$ cat src/rtl/dbg_ctrl_pkg.sv
// Package: shared constants for the debug control access port.
// Holds the register index list, the register offsets and the fields of
// the identification word. Assumes byte offsets fit in 8 bits.
package dbg_ctrl_pkg;

    localparam int DATA_W = 32;
    localparam int NREG   = 5;

    // Register indices used by the decoder and the read mux
    localparam int IDX_RST   = 0;
    localparam int IDX_WIPE  = 1;
    localparam int IDX_WSTAT = 2;
    localparam int IDX_LOCK  = 3;
    localparam int IDX_IDENT = 4;

    // Identification word fields
    localparam logic [3:0] ID_REV   = 4'h0;
    localparam logic [3:0] ID_CONT  = 4'h2;
    localparam logic [6:0] ID_CODE  = 7'h44;
    localparam logic [3:0] ID_CLASS = 4'h0;
    localparam logic [7:0] ID_PORT  = 8'h00;

    // Byte offset of each register index
    function automatic logic [7:0] reg_offset(input int idx);
        case (idx)
            IDX_RST:   reg_offset = 8'h00;
            IDX_WIPE:  reg_offset = 8'h04;
            IDX_WSTAT: reg_offset = 8'h08;
            IDX_LOCK:  reg_offset = 8'h0C;
            default:   reg_offset = 8'hFC;
        endcase
    endfunction

    // Builds the identification word from its fields
    function automatic logic [DATA_W-1:0] ident_word();
        logic [DATA_W-1:0] w;
        w = '0;
        w[31:28] = ID_REV;
        w[27:24] = ID_CONT;
        w[23:17] = ID_CODE;
        w[16:13] = ID_CLASS;
        w[7:0]   = ID_PORT;
        return w;
    endfunction

endpackage

$ cat src/rtl/dbg_ctrl_decode.sv
// Module: address decoder.
// Produces one hit line per register and the matching write strobes.
// Assumes a full-address compare: misaligned offsets hit nothing.
module dbg_ctrl_decode
    import dbg_ctrl_pkg::*;
#(
    parameter int ADDR_W = 8
) (
    input  logic [ADDR_W-1:0] addr_i,
    input  logic              we_i,
    output logic [NREG-1:0]   hit_o,
    output logic [NREG-1:0]   wr_o
);

    // One comparator per register
    for (genvar i = 0; i < NREG; i++) begin : g_cmp
        assign hit_o[i] = (addr_i == ADDR_W'(reg_offset(i)));
        assign wr_o[i]  = we_i & hit_o[i];
    end

endmodule

$ cat src/rtl/dbg_ctrl_wipe.sv
// Module: erase sequencer.
// Holds a level request toward the erase engine from the accepted start
// until the engine's done pulse. Starts that arrive while busy are dropped.
// Done pulses that arrive while idle are ignored.
// Assumes the engine sends exactly one done pulse per request.
module dbg_ctrl_wipe (
    input  logic clk,
    input  logic rst_n,
    input  logic start_i,
    input  logic done_i,
    output logic busy_o,
    output logic finish_o
);

    typedef enum logic {W_IDLE = 1'b0, W_BUSY = 1'b1} wipe_e;
    wipe_e state_q;

    // Sequencer state: idle -> busy on start, busy -> idle on done
    always_ff @(posedge clk) begin
        if (!rst_n) begin
            state_q <= W_IDLE;
        end else begin
            case (state_q)
                W_IDLE:  if (start_i) state_q <= W_BUSY;
                default: if (done_i)  state_q <= W_IDLE;
            endcase
        end
    end

    assign busy_o   = (state_q == W_BUSY);
    assign finish_o = busy_o & done_i;

    assert_start_R3: assert property (@(posedge clk) disable iff (!rst_n)
        (!busy_o && start_i) |=> busy_o);
    assert_busy_ignore_R4: assert property (@(posedge clk) disable iff (!rst_n)
        (busy_o && !done_i) |=> busy_o);
    assert_done_clears_R5: assert property (@(posedge clk) disable iff (!rst_n)
        (busy_o && done_i) |=> !busy_o);

endmodule

$ cat src/rtl/dbg_ctrl_lock.sv
// Module: protection flag.
// Loads the configured protection state during reset. It clears the flag
// only when an erase completes, and the flag never sets again until reset.
// Assumes finish_i is high only on the done pulse that ends an erase.
module dbg_ctrl_lock (
    input  logic clk,
    input  logic rst_n,
    input  logic cfg_i,
    input  logic finish_i,
    output logic locked_o
);

    // Protection flag: sampled in reset, cleared by a completed erase
    always_ff @(posedge clk) begin
        if (!rst_n) begin
            locked_o <= cfg_i;
        end else if (finish_i) begin
            locked_o <= 1'b0;
        end
    end

    assert_lock_sticky_R7: assert property (@(posedge clk) disable iff (!rst_n)
        (locked_o && !finish_i) |=> locked_o);
    assert_unlock_R7: assert property (@(posedge clk) disable iff (!rst_n)
        finish_i |=> !locked_o);
    assert_stay_open_R7: assert property (@(posedge clk) disable iff (!rst_n)
        !locked_o |=> !locked_o);

endmodule

$ cat src/rtl/dbg_ctrl_port.sv
// Module: debug control access port (top).
// Holds the register file seen by the debugger: the soft-reset hold, the
// erase command and status, the protection status and the identification
// word. Read data is registered and updates only on a read strobe.
// Assumes one-cycle strobes and no write and read to the same register
// in the same cycle.
module dbg_ctrl_port
    import dbg_ctrl_pkg::*;
#(
    parameter int ADDR_W = 8
) (
    input  logic              clk,
    input  logic              rst_n,
    input  logic [ADDR_W-1:0] bus_addr,
    input  logic [DATA_W-1:0] bus_wdata,
    input  logic              bus_we,
    input  logic              bus_re,
    output logic [DATA_W-1:0] bus_rdata,
    input  logic              prot_cfg_i,
    input  logic              erase_done_i,
    output logic              erase_req_o,
    output logic              soft_rst_o
);

    logic [NREG-1:0]   hit;
    logic [NREG-1:0]   wr;
    logic              busy;
    logic              finish;
    logic              locked;
    logic [DATA_W-1:0] rd_word;
    logic              unused_wdata;

    assign unused_wdata = ^bus_wdata[DATA_W-1:1];

    dbg_ctrl_decode #(.ADDR_W(ADDR_W)) u_decode (
        .addr_i (bus_addr),
        .we_i   (bus_we),
        .hit_o  (hit),
        .wr_o   (wr)
    );

    dbg_ctrl_wipe u_wipe (
        .clk      (clk),
        .rst_n    (rst_n),
        .start_i  (wr[IDX_WIPE] & bus_wdata[0]),
        .done_i   (erase_done_i),
        .busy_o   (busy),
        .finish_o (finish)
    );

    dbg_ctrl_lock u_lock (
        .clk      (clk),
        .rst_n    (rst_n),
        .cfg_i    (prot_cfg_i),
        .finish_i (finish),
        .locked_o (locked)
    );

    assign erase_req_o = busy;

    // Soft-reset hold register
    always_ff @(posedge clk) begin
        if (!rst_n) begin
            soft_rst_o <= 1'b0;
        end else if (wr[IDX_RST]) begin
            soft_rst_o <= bus_wdata[0];
        end
    end

    // Read mux: the erase command is write-only and unmapped offsets give 0
    always_comb begin
        rd_word = '0;
        if (hit[IDX_RST])   rd_word[0] = soft_rst_o;
        if (hit[IDX_WSTAT]) rd_word[0] = busy;
        if (hit[IDX_LOCK])  rd_word[0] = ~locked;
        if (hit[IDX_IDENT]) rd_word    = ident_word();
    end

    // Registered read data, updated on a read strobe only
    always_ff @(posedge clk) begin
        if (!rst_n) begin
            bus_rdata <= '0;
        end else if (bus_re) begin
            bus_rdata <= rd_word;
        end
    end

    assert_rst_hold_R2: assert property (@(posedge clk) disable iff (!rst_n)
        !wr[IDX_RST] |=> soft_rst_o == $past(soft_rst_o));
    assert_rst_write_R2: assert property (@(posedge clk) disable iff (!rst_n)
        wr[IDX_RST] |=> soft_rst_o == $past(bus_wdata[0]));
    assert_unmapped_R9: assert property (@(posedge clk) disable iff (!rst_n)
        (bus_re && (hit == '0)) |=> bus_rdata == '0);
    assert_rdata_hold_R10: assert property (@(posedge clk) disable iff (!rst_n)
        !bus_re |=> $stable(bus_rdata));

endmodule

$ cat config.mk
export PLATFORM = sky130hd
export DESIGN_NAME = dbg_ctrl_port
export DESIGN_NICKNAME = d
export VERILOG_FILES = /design/src/rtl/dbg_ctrl_pkg.sv /design/src/rtl/dbg_ctrl_decode.sv /design/src/rtl/dbg_ctrl_wipe.sv /design/src/rtl/dbg_ctrl_lock.sv /design/src/rtl/dbg_ctrl_port.sv
export SDC_FILE = /design/constraint.sdc
export NUM_CORES = 1
export LEC_CHECK = 0
export BUFFER_PORTS_ARGS = -buffer_cell sky130_fd_sc_hd__buf_2
export CELL_PAD_IN_SITES_DETAIL_PLACEMENT = 2
export CELL_PAD_IN_SITES_GLOBAL_PLACEMENT = 2
export CORE_MARGIN = 3
export CORE_UTILIZATION = 12
export DETAILED_ROUTE_END_ITERATION = 8
export GPL_ROUTABILITY_DRIVEN = 1
export MAX_ROUTING_LAYER = met4
export PLACE_DENSITY_LB_ADDON = 0.1
export SETUP_SLACK_MARGIN = 0.1
export SLEW_MARGIN = 20
export SYNTH_ARGS = -nofsm -noshare
export SYNTH_HDL_FRONTEND = slang
export SYNTH_SLANG_ARGS = --single-unit
$ cat constraint.sdc
create_clock -name clk -period 1.01 [get_ports clk]
set_input_delay 0.1515 -clock clk [delete_from_list [all_inputs] [get_ports clk]]
set_output_delay 0.1515 -clock clk [all_outputs]
set_load 0.01 [all_outputs]
# Yosys cells after proc, flatten, opt, wreduce, memory -nomap -nowiden
# Index checks and enable logic that the tools add are counted.
[op_classes] n_bitwise=5 n_reduce_logical=1 eq_ne=5 mux=9
[op_table] cell="2-to-1 mux 26 bit" n=1
[op_table] cell="equality test 8 x 4 -> 1 bit, second input constant" n=2
[op_table] cell="equality test 8 x 3 -> 1 bit, second input constant" n=1
[op_table] cell="equality test 8 bit, second input constant" n=1
[op_table] cell="logical NOT 8 bit" n=1
[op_table] cell="2-to-1 mux 1 bit" n=8
[op_table] cell="bitwise AND 1 bit" n=4
[op_table] cell="inequality test 2 x 1 -> 1 bit, second input constant" n=1
[op_table] cell="NOT 1 bit" n=1
[word_totals] output_inout_bits=34 ff_bits=35 input_bits=46

# Depth between registers and ports, before layout
# Gate-level depths: netlist of run 1.
[logic_depth] ltp_word=5 depth_mapped=3 ltp_nobuf=3

# Hierarchy
# Synthesis of run 1 repeated with hierarchy kept, for this count alone.
[hier_totals] hier_cells=72 area_unflattened_um2=599.3
[modules_own_cells] module="dbg_ctrl_port" area_each_um2=374.1 cells_each=45 n_inst=1
[modules_own_cells] module="dbg_ctrl_decode" area_each_um2=123.9 cells_each=19 n_inst=1
[modules_own_cells] module="dbg_ctrl_wipe" area_each_um2=58.8 cells_each=5 n_inst=1
[modules_own_cells] module="dbg_ctrl_lock" area_each_um2=42.5 cells_each=3 n_inst=1

# Least setup slack after synthesis of run 1
# Ideal clock, no wire load.
[synth_timing] kind="register to register" from="register soft_rst_o" to="register bus_rdata[0]" setup_slack_ps=111 arrival_ps=815 period_less_slack_ps=899 setup_ps=84 path_stages_with_launch=4 n_path_buf=0 cell_sequence="dfxtp_1 > nor3b_1 > o211ai_1 > o31ai_2"
[synth_between] elab_chain_len=4
[synth_lines] element="start, declared" line_no="dbg_ctrl_port.sv:22" rtl="output logic soft_rst_o"
[synth_lines] element="start signal, assigned" line_no="dbg_ctrl_port.sv:66" rtl="soft_rst_o <= bus_wdata[0];"
[synth_lines] element="2-to-1 mux 1 bit" line_no="dbg_ctrl_port.sv:73" rtl="if (hit[IDX_RST]) rd_word[0] = soft_rst_o;"
[synth_lines] element="2-to-1 mux 1 bit" line_no="dbg_ctrl_port.sv:74" rtl="if (hit[IDX_WSTAT]) rd_word[0] = busy;"
[synth_lines] element="2-to-1 mux 1 bit" line_no="dbg_ctrl_port.sv:75" rtl="if (hit[IDX_LOCK]) rd_word[0] = ~locked;"
[synth_lines] element="2-to-1 mux 26 bit" line_no="dbg_ctrl_port.sv:76" rtl="if (hit[IDX_IDENT]) rd_word = ident_word();"
[synth_lines] element="end signal, assigned" line_no="dbg_ctrl_port.sv:84" rtl="bus_rdata <= rd_word;"
[synth_lines] element="end, declared" line_no="dbg_ctrl_port.sv:18" rtl="output logic [DATA_W-1:0] bus_rdata,"
# Every way passes these cells.
# A chain may end at the register's enable or synchronous reset.

# Worst setup path after layout of run 1
[layout_timing] from="register soft_rst_o" to="output soft_rst_o"
# No word-level cell between the ends.

==> summary.txt, run 1 <==
Clock network
  • H-tree Lvls: 1
  • Inserted Clock Buffers: 3
  • Clock-pin slew on the worst setup and hold paths: 0.04 ns
  • Clock buffer depth: 2
  • Clock root cell: clkbuf_8
  • CTS tree: yes
  • Sink Count: 5
  • Clock Latency Late Sink: approximately 0.22 ns
  • Cts hold-fix bufs: 0

Placed design
  • Sum of net half-perimeters after detailed placement: 1.17 mm
  • Worst slack, placed: -0.0538 ns
  • Port-buffer cells: 20
  • GP Congestion: between 0.6 and 0.7
  • DP Area: around 550 um^2

Floorplanning
  • Area of the die: just over 5000 um^2
  • Die height: 71.4 um
  • Starting Density: around an eighth
  • Row count: 23
  • Core area: 4060 um^2
  • I/O pin count: 80
  • Die W: between 70 and 80 um

Final layout
  • ANT cells: 0
  • Area Growth Syn to Fin: 23.2%
  • Post-route design area: ~630 um^2
  • Share of cells above drive strength 1: between 30 and 40%
  • Final #Nets: around 130

Run status
  • Status: completed

Pwr
  • Leakage: approximately 0.32 nW
  • Pwr dens: about 1100 nW/um^2
  • Clock Power Share: between 50% and 60%
  • Switching pwr: 194 uW
  • Comb pwr share: a little under a fifth
  • P_int: about 520 uW
  • Sequential power share: 29.7%
  • Switch share: approximately 27%
  • Max IR drop VDD: between 0.0003 and 0.0004 V

Worst setup path
  • Worst path bufs/invs: 2
  • Largest stage delay on the critical path: slightly above 0.3 ns
  • Cell family with most CP delay: flip-flops
  • Critical path launch point type: flop
  • Worst reg2reg setup slack: ~0.10 ns
  • CP Cell Sequence: buf_4 > buf_6
  • Worst-path maximum fanout: 2
  • Critical Path AT: between 0.7 and 0.8 ns
  • Slowest CP cell: dfxtp_2
  • CP Data Required Time: between 0.8 and 0.9 ns
  • Critical path type: reg -> out
  • Critical Path End Type: primary output

Synthesis
  • Synth area leader: buf_4
  • Top cell type's share of synthesized area: 43.9%
  • Yosys reg bits: 5
  • Number of flops mapped to enable cells by yosys: 1
  • Syn Inst Count: 60
  • Ys flop type: dfxtp_1
  • Synth warn: 0
  • Count leader, synth: buf_4
  • Avg Synthesized Cell Area: 8.55 um^2
  • Post-synthesis sequential area ratio: a little over a fifth
  • Synth cell count leaders: buf_4 (30), dfxtp_1 (4), nand2_1 (4)
  • Number of library cell types mapped by synthesis: 23
  • Synth Cell Area: roughly 510 um^2
  • Post-synthesis async set-or-reset flop share: 0%
  • Synth top area cells: buf_4 (44%), dfxtp_1 (16%), edfxtp_1 (5.9%), nor4_4 (4.1%), nand2_1 (2.9%)

Routing
  • Met2 Wirelength: just under 700 um
  • Wire per inst: between 10 and 15 um
  • Vias per cell: 3.13
  • Met3 routed WL: 197 um
  • Top Layer Used: met4
  • Number of antenna-violating nets in the routed design: 0
  • DR pass1 iterations: 1
  • Met1 WL: about 430 um
  • Initial detailed-routing violation count: 0
  • Via count: 413
  • DRT Wirelength: about 1.3 mm
  • # DRC: 0

STA
  • Final WS setup: just under 0.09 ns
  • Unrepaired setup endpoints after global routing: yes
  • Hold Vio Cnt, Final: 0
  • Final setup violation count: 0
  • Final setup skew: between 0.001 and 0.0015 ns
  • Final worst path period share: 91.3%
  • Fmax: 1.08 GHz
  • Final Critical Period: 0.922 ns
  • Setup tns final: 0 ns
  • Final Max Slew Viols: 0

GRT
  • First-pass GRT wire length: 1.84 mm
  • Overflow after GRT: 0
  • Gr usage total: roughly 5.1%
  • Initial antenna violation count: 0
  • Vias in the first global route: about 360
  • Largest net degree at the start of global routing: 8

Run
  • # Max-Cap Violations: 0

Min path
  • Worst hold path type: in -> reg
-- placed cells by master (no fill, tap or decap), types with 2 or more instances in the layout --
| cell | count |
|---|---|
| nor2_1 | 2 |
| nand2_1 | 4 |
| dfxtp_2 | 3 |
| nor2b_1 | 2 |
| conb_1 | 28 |
| buf_6 | 3 |
| clkbuf_8 | 3 |
| buf_2 | 17 |
-- power by group through the flow --
stage,combinational (mW),clock [mW],sequential (mW)
finish,0.133,0.372,0.214
global placement,0.123,0,0.216
global route,0.148,0.399,0.215
CTS,0.126,0.389,0.214
floorplan,0.156,0,0.217
detailed placement,0.125,0,0.217
-- timing repair --
action / in CTS / in global routing
gates resized for setup: 3 / 6
buffers inserted: 0 / 1
pin swaps: 1 / 4
cloned: 0 / 0
endpoints found under the setup margin: 2 / 5
-- routing by layer --
layer	up-vias	track usage [%]
met5	-	-
met1	192	4.83
met4	0	1.25
met2	30	8.57
met3	2	3.23
li1	189	-
-- worst min-delay path, stage by stage --
cell,delay [ns]
buf_2,0.11
nand2_1,0.05
mux2i_1,0.05
-- sequential cells by signal, indices dropped and copies added, names as in the netlist --
signal           flops
bus_rdata            2
soft_rst_o           1
u_lock.locked_o      1
u_wipe.busy_o        1
-- worst paths after layout --
check | start | to | depth (start not counted)
min reg2reg | bus_rdata[0] | bus_rdata[0] | 2
min | bus_wdata[0] | soft_rst_o | 3
max | soft_rst_o | soft_rst_o | 2
max reg2reg | u_wipe.busy_o | bus_rdata[0] | 3
-- through the flow --
step | instances | util, % | hold WS (ns) | power, mW
floorplan | 87 | - | 0.289 | 0.372
global placement | 127 | 13.6 | 0.410 | 0.339
detailed placement | 127 | 13.6 | 0.426 | 0.341
CTS | 131 | 14.9 | 0.192 | 0.728
global route | 132 | 15.6 | 0.208 | 0.762
finish | 132 | 15.6 | 0.191 | 0.718
-- cells by family (layout without fill, tap and decap cells) --
group / Yosys count / after routing / share of synthesized area, %
other: 1 / 28 / 0.731
buffers and inverters: 31 / 26 / 44.6
AO/OA/AOI/OAI: 7 / 7 / 11.0
flip-flops: 5 / 5 / 21.5
multiplexers: 1 / 1 / 1.95
AND/OR/NAND/NOR: 15 / 15 / 20.2
-- final cells by class --
| cell class | count | area, um^2 |
|---|---|---|
| Sequential cell | 5 | 114 |
| Timing Repair Buffer | 21 | 126 |
| Clock buffer | 4 | 45.0 |
| Multi-Input combinational cell | 51 | 280 |
| Tap cell | 50 | 62.6 |
| Inverter | 1 | 3.75 |
| Fill cell | 495 | 3430 |
Power figures use the tool's default switching activity.
==> run 2: changes to the inputs <==
ABC_AREA = 1   (was not set)
==> summary.txt, run 2 <==
Run status
  • Status: completed

Worst setup path
  • Largest stage delay on the critical path: 0.35 ns
  • Critical path launch point type: flop
  • Cell family with most CP delay: flip-flops
  • CP Data Required Time: 0.86 ns
  • Slowest CP cell: dfxtp_1
  • Critical Path End Type: primary output
  • Critical Path AT: roughly 0.71 ns
  • CP Cell Sequence: buf_2
  • Worst path bufs/invs: 1
  • Critical path type: reg -> out
  • Worst-path maximum fanout: 4

Pwr
  • Pwr dens: about 1100 nW/um^2
  • Leakage: about 0.35 nW
  • Max IR drop VDD: 0.000395 V
  • Total power draw: between 700 and 800 uW

Synthesis
  • Avg Synthesized Cell Area: approximately 7.0 um^2
  • Post-synthesis async set-or-reset flop share: 0%
  • Post-synthesis sequential area ratio: 20.0%
  • Synth Cell Area: 551 um^2
  • Ys flop type: dfxtp_1
  • Count leader, synth: buf_4
  • Top cell type's share of synthesized area: 40.9%
  • Number of flops mapped to enable cells by yosys: 1
  • Number of library cell types mapped by synthesis: 18
  • Synth warn: 0
  • Yosys reg bits: 5
  • Synth area leader: buf_4
  • Synth cell count leaders: buf_4 (30), inv_1 (9), nand2_1 (9)
  • Synth top area cells: buf_4 (41%), dfxtp_1 (15%), inv_1 (6.1%), nand2_1 (6.1%), edfxtp_1 (5.5%)
  • Syn Inst Count: 79

Routing
  • Number of antenna-violating nets in the routed design: 0
  • # DRC: 0
  • Met3 routed WL: around 140 um
  • Vias per cell: just over 3
  • Initial detailed-routing violation count: 5
  • Met2 Wirelength: a little under 700 um
  • Via count: about 460
  • Wire per inst: 8.78 um
  • DR pass1 iterations: 3
  • DRT Wirelength: between 1 and 1.5 mm
  • Top Layer Used: met4
  • Met1 WL: about 470 um

Final layout
  • Layout fillers: between 500 and 600
  • Area Growth Syn to Fin: 18.0%
  • Commonest non-fill, non-tap cell in the layout: conb_1
  • Number of flip-flops under the largest register name: 2
  • ANT cells: 0
  • Top reg by flops: bus_rdata
  • Commonest cells after routing, fill and taps aside: conb_1 (28), buf_2 (20), nand2_1 (9), inv_1 (7), nor2_1 (5)
  • Post-route design area: roughly 650 um^2
  • Share of cells above drive strength 1: 38.6%
  • Final #Nets: ~150

Clock network
  • Sink Count: 5
  • CTS tree: yes
  • H-tree Lvls: 1
  • Inserted Clock Buffers: 3
  • Clock root cell: clkbuf_8
  • Post-CTS resize count: 0
  • Buffers inserted by post-CTS timing repair: 0
  • Cts hold-fix bufs: 0
  • Clock-pin slew on the worst setup and hold paths: approximately 0.040 ns
  • Clock buffer depth: 2
  • Clock Latency Late Sink: ~0.22 ns

Min path
  • Worst hold path type: in -> reg

Placed design
  • Sum of net half-perimeters after detailed placement: about 1.2 mm
  • Port-buffer cells: 20
  • GP Congestion: around 0.62
  • DP Area: around 600 um^2

Floorplanning
  • Area of the die: ~5400 um^2
  • Die W: about 74 um
  • Core area: approximately 4400 um^2
  • I/O pin count: 80
  • Starting Density: 12.6%
  • Die height: 73.7 um
  • Row count: 24

STA
  • Hold Vio Cnt, Final: 0
  • Final setup violation count: 0
  • Fmax: between 1 and 1.5 GHz
  • Final worst path period share: between 80% and 90%
  • Unrepaired setup endpoints after global routing: no
  • Final setup skew: about 0.0012 ns
  • Final Max Slew Viols: 0
  • Final Critical Period: about 0.86 ns

GRT
  • Initial antenna violation count: 0
  • Overflow after GRT: 0
  • Largest net degree at the start of global routing: 5
  • Gr usage total: a little under 5%
  • First-pass GRT wire length: ~1.9 mm
  • Vias in the first global route: 438

Run
  • # Max-Cap Violations: 0
## run 2: layout make-up
type                            instances  area [um^2]  area share (%)
Timing Repair Buffer                   21          108            16.6
Sequential cell                         5          113            17.3
Clock buffer                            4         45.0            6.94
Multi-Input combinational cell         62          285            43.9
Inverter                                9         33.8            5.20
Tap cell                               52         65.1            10.0
## run 2: where the power goes
group | total, mW | internal, mW | switching, mW
clock | 0.369 | 0.271 | 0.0982
combinational | 0.129 | 0.0367 | 0.0926
sequential | 0.213 | 0.210 | 0.00294
## run 2: final timing paths
check,from,end,slack (ns),cells past startpoint
setup / recovery,bus_rdata[23],bus_rdata[23],0.15,1
hold / removal,bus_re,bus_rdata[23],0.16,2
setup reg to reg,u_lock.locked_o,bus_rdata[0],0.19,5
hold reg to reg,soft_rst_o,soft_rst_o,0.48,2
## run 2: routing by layer
| metal | vias up | GRT usage, % |
|---|---|---|
| met2 | 26 | 8.27 |
| met4 | 0 | 4.23 |
| met5 | - | - |
| li1 | 226 | - |
| met1 | 205 | 4.86 |
| met3 | 5 | 1.09 |
## run 2: logic make-up (layout without fill, tap and decap cells)
group	after synthesis	count (layout)	share of synthesized area [%]
AO/OA/AOI/OAI	5	5	5.23
AND/OR/NAND/NOR	29	29	27.0
flip-flops	5	5	20.0
other	1	28	0.681
buffers and inverters	39	34	47.0
## run 2: per-stage QoR
stage          std cells  util, %  setup slack [ns]  hold WS, ns  TNS [ns]
2_1_floorplan        106        -             0.161        0.245         0
3_3_place_gp         149     13.7            0.0122        0.396         0
3_5_place_dp         149     13.7          -0.00701        0.396  -0.00701
4_1_cts              153     14.7             0.107        0.163         0
5_1_grt              153     14.8             0.102        0.168         0
6_report             153     14.8             0.150        0.165         0
==> run 3: changes to the inputs <==
CORE_UTILIZATION = 13   (was 12)
clock period = 1 ns   (was 1.01 ns; I/O delays follow)
==> summary.txt, run 3 (synthesized netlist as in run 2, its figures left out) <==
STA
  • Final worst path period share: between 80% and 90%
  • Setup tns final: 0 ns
  • Hold Vio Cnt, Final: 0
  • Final Max Slew Viols: 0
  • Final WS setup: roughly 0.16 ns
  • Final Critical Period: around 0.84 ns
  • Final setup violation count: 0
  • Unrepaired setup endpoints after global routing: yes
  • Fmax: around 1.2 GHz
  • Final setup skew: between 0.001 and 0.0015 ns

Routing
  • Initial detailed-routing violation count: 3
  • Via count: 450
  • DR pass1 iterations: 2
  • Wire per inst: approximately 8.5 um
  • # DRC: 0
  • Vias per cell: around 3
  • DRT Wirelength: approximately 1.3 mm
  • Number of antenna-violating nets in the routed design: 0

GRT
  • First-pass GRT wire length: 2.01 mm
  • Initial antenna violation count: 0
  • Gr usage total: under 10%
  • Overflow after GRT: 0
  • Vias in the first global route: between 400 and 500
  • Largest net degree at the start of global routing: 5

Clock network
  • Clock root cell: clkbuf_8
  • H-tree Lvls: 1
  • CTS tree: yes
  • Clock Latency Late Sink: ~0.22 ns
  • Inserted Clock Buffers: 3
  • Buffers inserted by post-CTS timing repair: 0
  • Sink Count: 5
  • Clock-pin slew on the worst setup and hold paths: ~0.04 ns
  • Clock buffer depth: 2
  • Cts hold-fix bufs: 0

Floorplanning
  • I/O pin count: 80
  • Area of the die: just over 5000 um^2
  • Die height: approximately 71 um
  • Core area: 4030 um^2
  • Die W: 71.1 um
  • Row count: 23
  • Starting Density: a little over an eighth

Final layout
  • Commonest non-fill, non-tap cell in the layout: conb_1
  • Storage cell area: between 100 and 150 um^2
  • Top reg by flops: bus_rdata
  • Number of flip-flops under the largest register name: 2
  • Layout fillers: between 500 and 600
  • Area of the multi-input gates: around 290 um^2
  • Commonest cells after routing, fill and taps aside: conb_1 (28), buf_2 (20), nand2_1 (9), inv_1 (9), nor2_1 (5)
  • Share of cells above drive strength 1: between 30% and 40%
  • Area Growth Syn to Fin: 17.7%
  • Final #Nets: between 100 and 150
  • ANT cells: 0

Worst setup path
  • Worst path bufs/invs: 1
  • Slowest CP cell: dfxtp_2
  • Critical Path AT: between 0.6 and 0.7 ns
  • Critical Path End Type: primary output
  • CP Cell Sequence: buf_2
  • Critical path type: reg -> out
  • Largest stage delay on the critical path: about 0.34 ns
  • Cell family with most CP delay: flip-flops
  • CP Data Required Time: approximately 0.85 ns
  • Critical path launch point type: flop
  • Worst-path maximum fanout: 3

Placed design
  • GP Congestion: 0.635
  • Port-buffer cells: 20
  • Worst slack, placed: -0.0125 ns
  • Sum of net half-perimeters after detailed placement: 1.17 mm

Pwr
  • Leakage: between 0.3 and 0.4 nW
  • Switch share: between 20% and 30%
  • Pwr dens: between 1000 and 1500 nW/um^2
  • Sequential power share: roughly 30%
  • Switching pwr: between 150 and 200 uW
  • P_int: roughly 520 uW
  • Comb pwr share: between 10% and 20%
  • Total power draw: between 700 and 800 uW
  • Clock Power Share: 51.8%
  • Max IR drop VDD: 0.000500 V

Min path
  • Worst hold path type: in -> reg

Run
  • # Max-Cap Violations: 0

Run status
  • Status: completed
-- run 3: cell count changes in the layout (fill, tap and decap cells not counted) --
cell / delta
dfxtp_1: -1
dfxtp_2: +1
inv_1: +2
inv_2: -2
-- run 3: cell type report --
type / count / area share [%]
multi-input cells: 62 / 44.0
flip-flops and latches: 5 / 17.6
repair buffers: 21 / 16.6
well taps: 50 / 9.65
clock buffers: 4 / 6.95
inverters: 9 / 5.21
-- run 3: worst paths after layout --
kind / cells after the start / slack (ns) / from / to
max reg2reg: 6 / 0.18 / u_wipe.busy_o / bus_rdata[0]
max: 1 / 0.16 / soft_rst_o / soft_rst_o
min reg2reg: 2 / 0.47 / bus_rdata[0] / bus_rdata[0]
min: 2 / 0.16 / bus_re / bus_rdata[23]
-- run 3: repair_timing --
item	in CTS	in global routing
pin swaps	0	1
gates cloned	0	0
hold endpoints to repair	0	0
resized for setup	1	3
setup endpoints to repair	1	5
-- run 3: stage by stage --
step | area (um^2) | instances | util, % | hold slack, ns
floorplan | 652 | 106 | - | 0.243
global placement | 597 | 147 | 14.8 | 0.394
detailed placement | 597 | 147 | 14.8 | 0.396
CTS | 643 | 151 | 16.0 | 0.168
global route | 648 | 151 | 16.1 | 0.181
finish | 648 | 151 | 16.1 | 0.163
-- run 3: power groups by stage --
stage / clock (mW) / combinational [mW] / sequential, mW
2_1_floorplan: 0 / 0.161 / 0.218
4_1_cts: 0.390 / 0.129 / 0.214
6_report: 0.372 / 0.131 / 0.214
5_1_grt: 0.394 / 0.150 / 0.215
3_5_place_dp: 0 / 0.128 / 0.217
3_3_place_gp: 0 / 0.128 / 0.217
-- run 3: layer usage --
| metal | vias to the layer above | part of all wire (%) | global-route usage [%] |
|---|---|---|---|
| li1 | 226 | - | - |
| met1 | 196 | 43 | 5.81 |
| met2 | 26 | 46 | 8.03 |
| met3 | 2 | 10 | 1.70 |
| met4 | 0 | 0.94 | 2.51 |
| met5 | - | 0 | - |
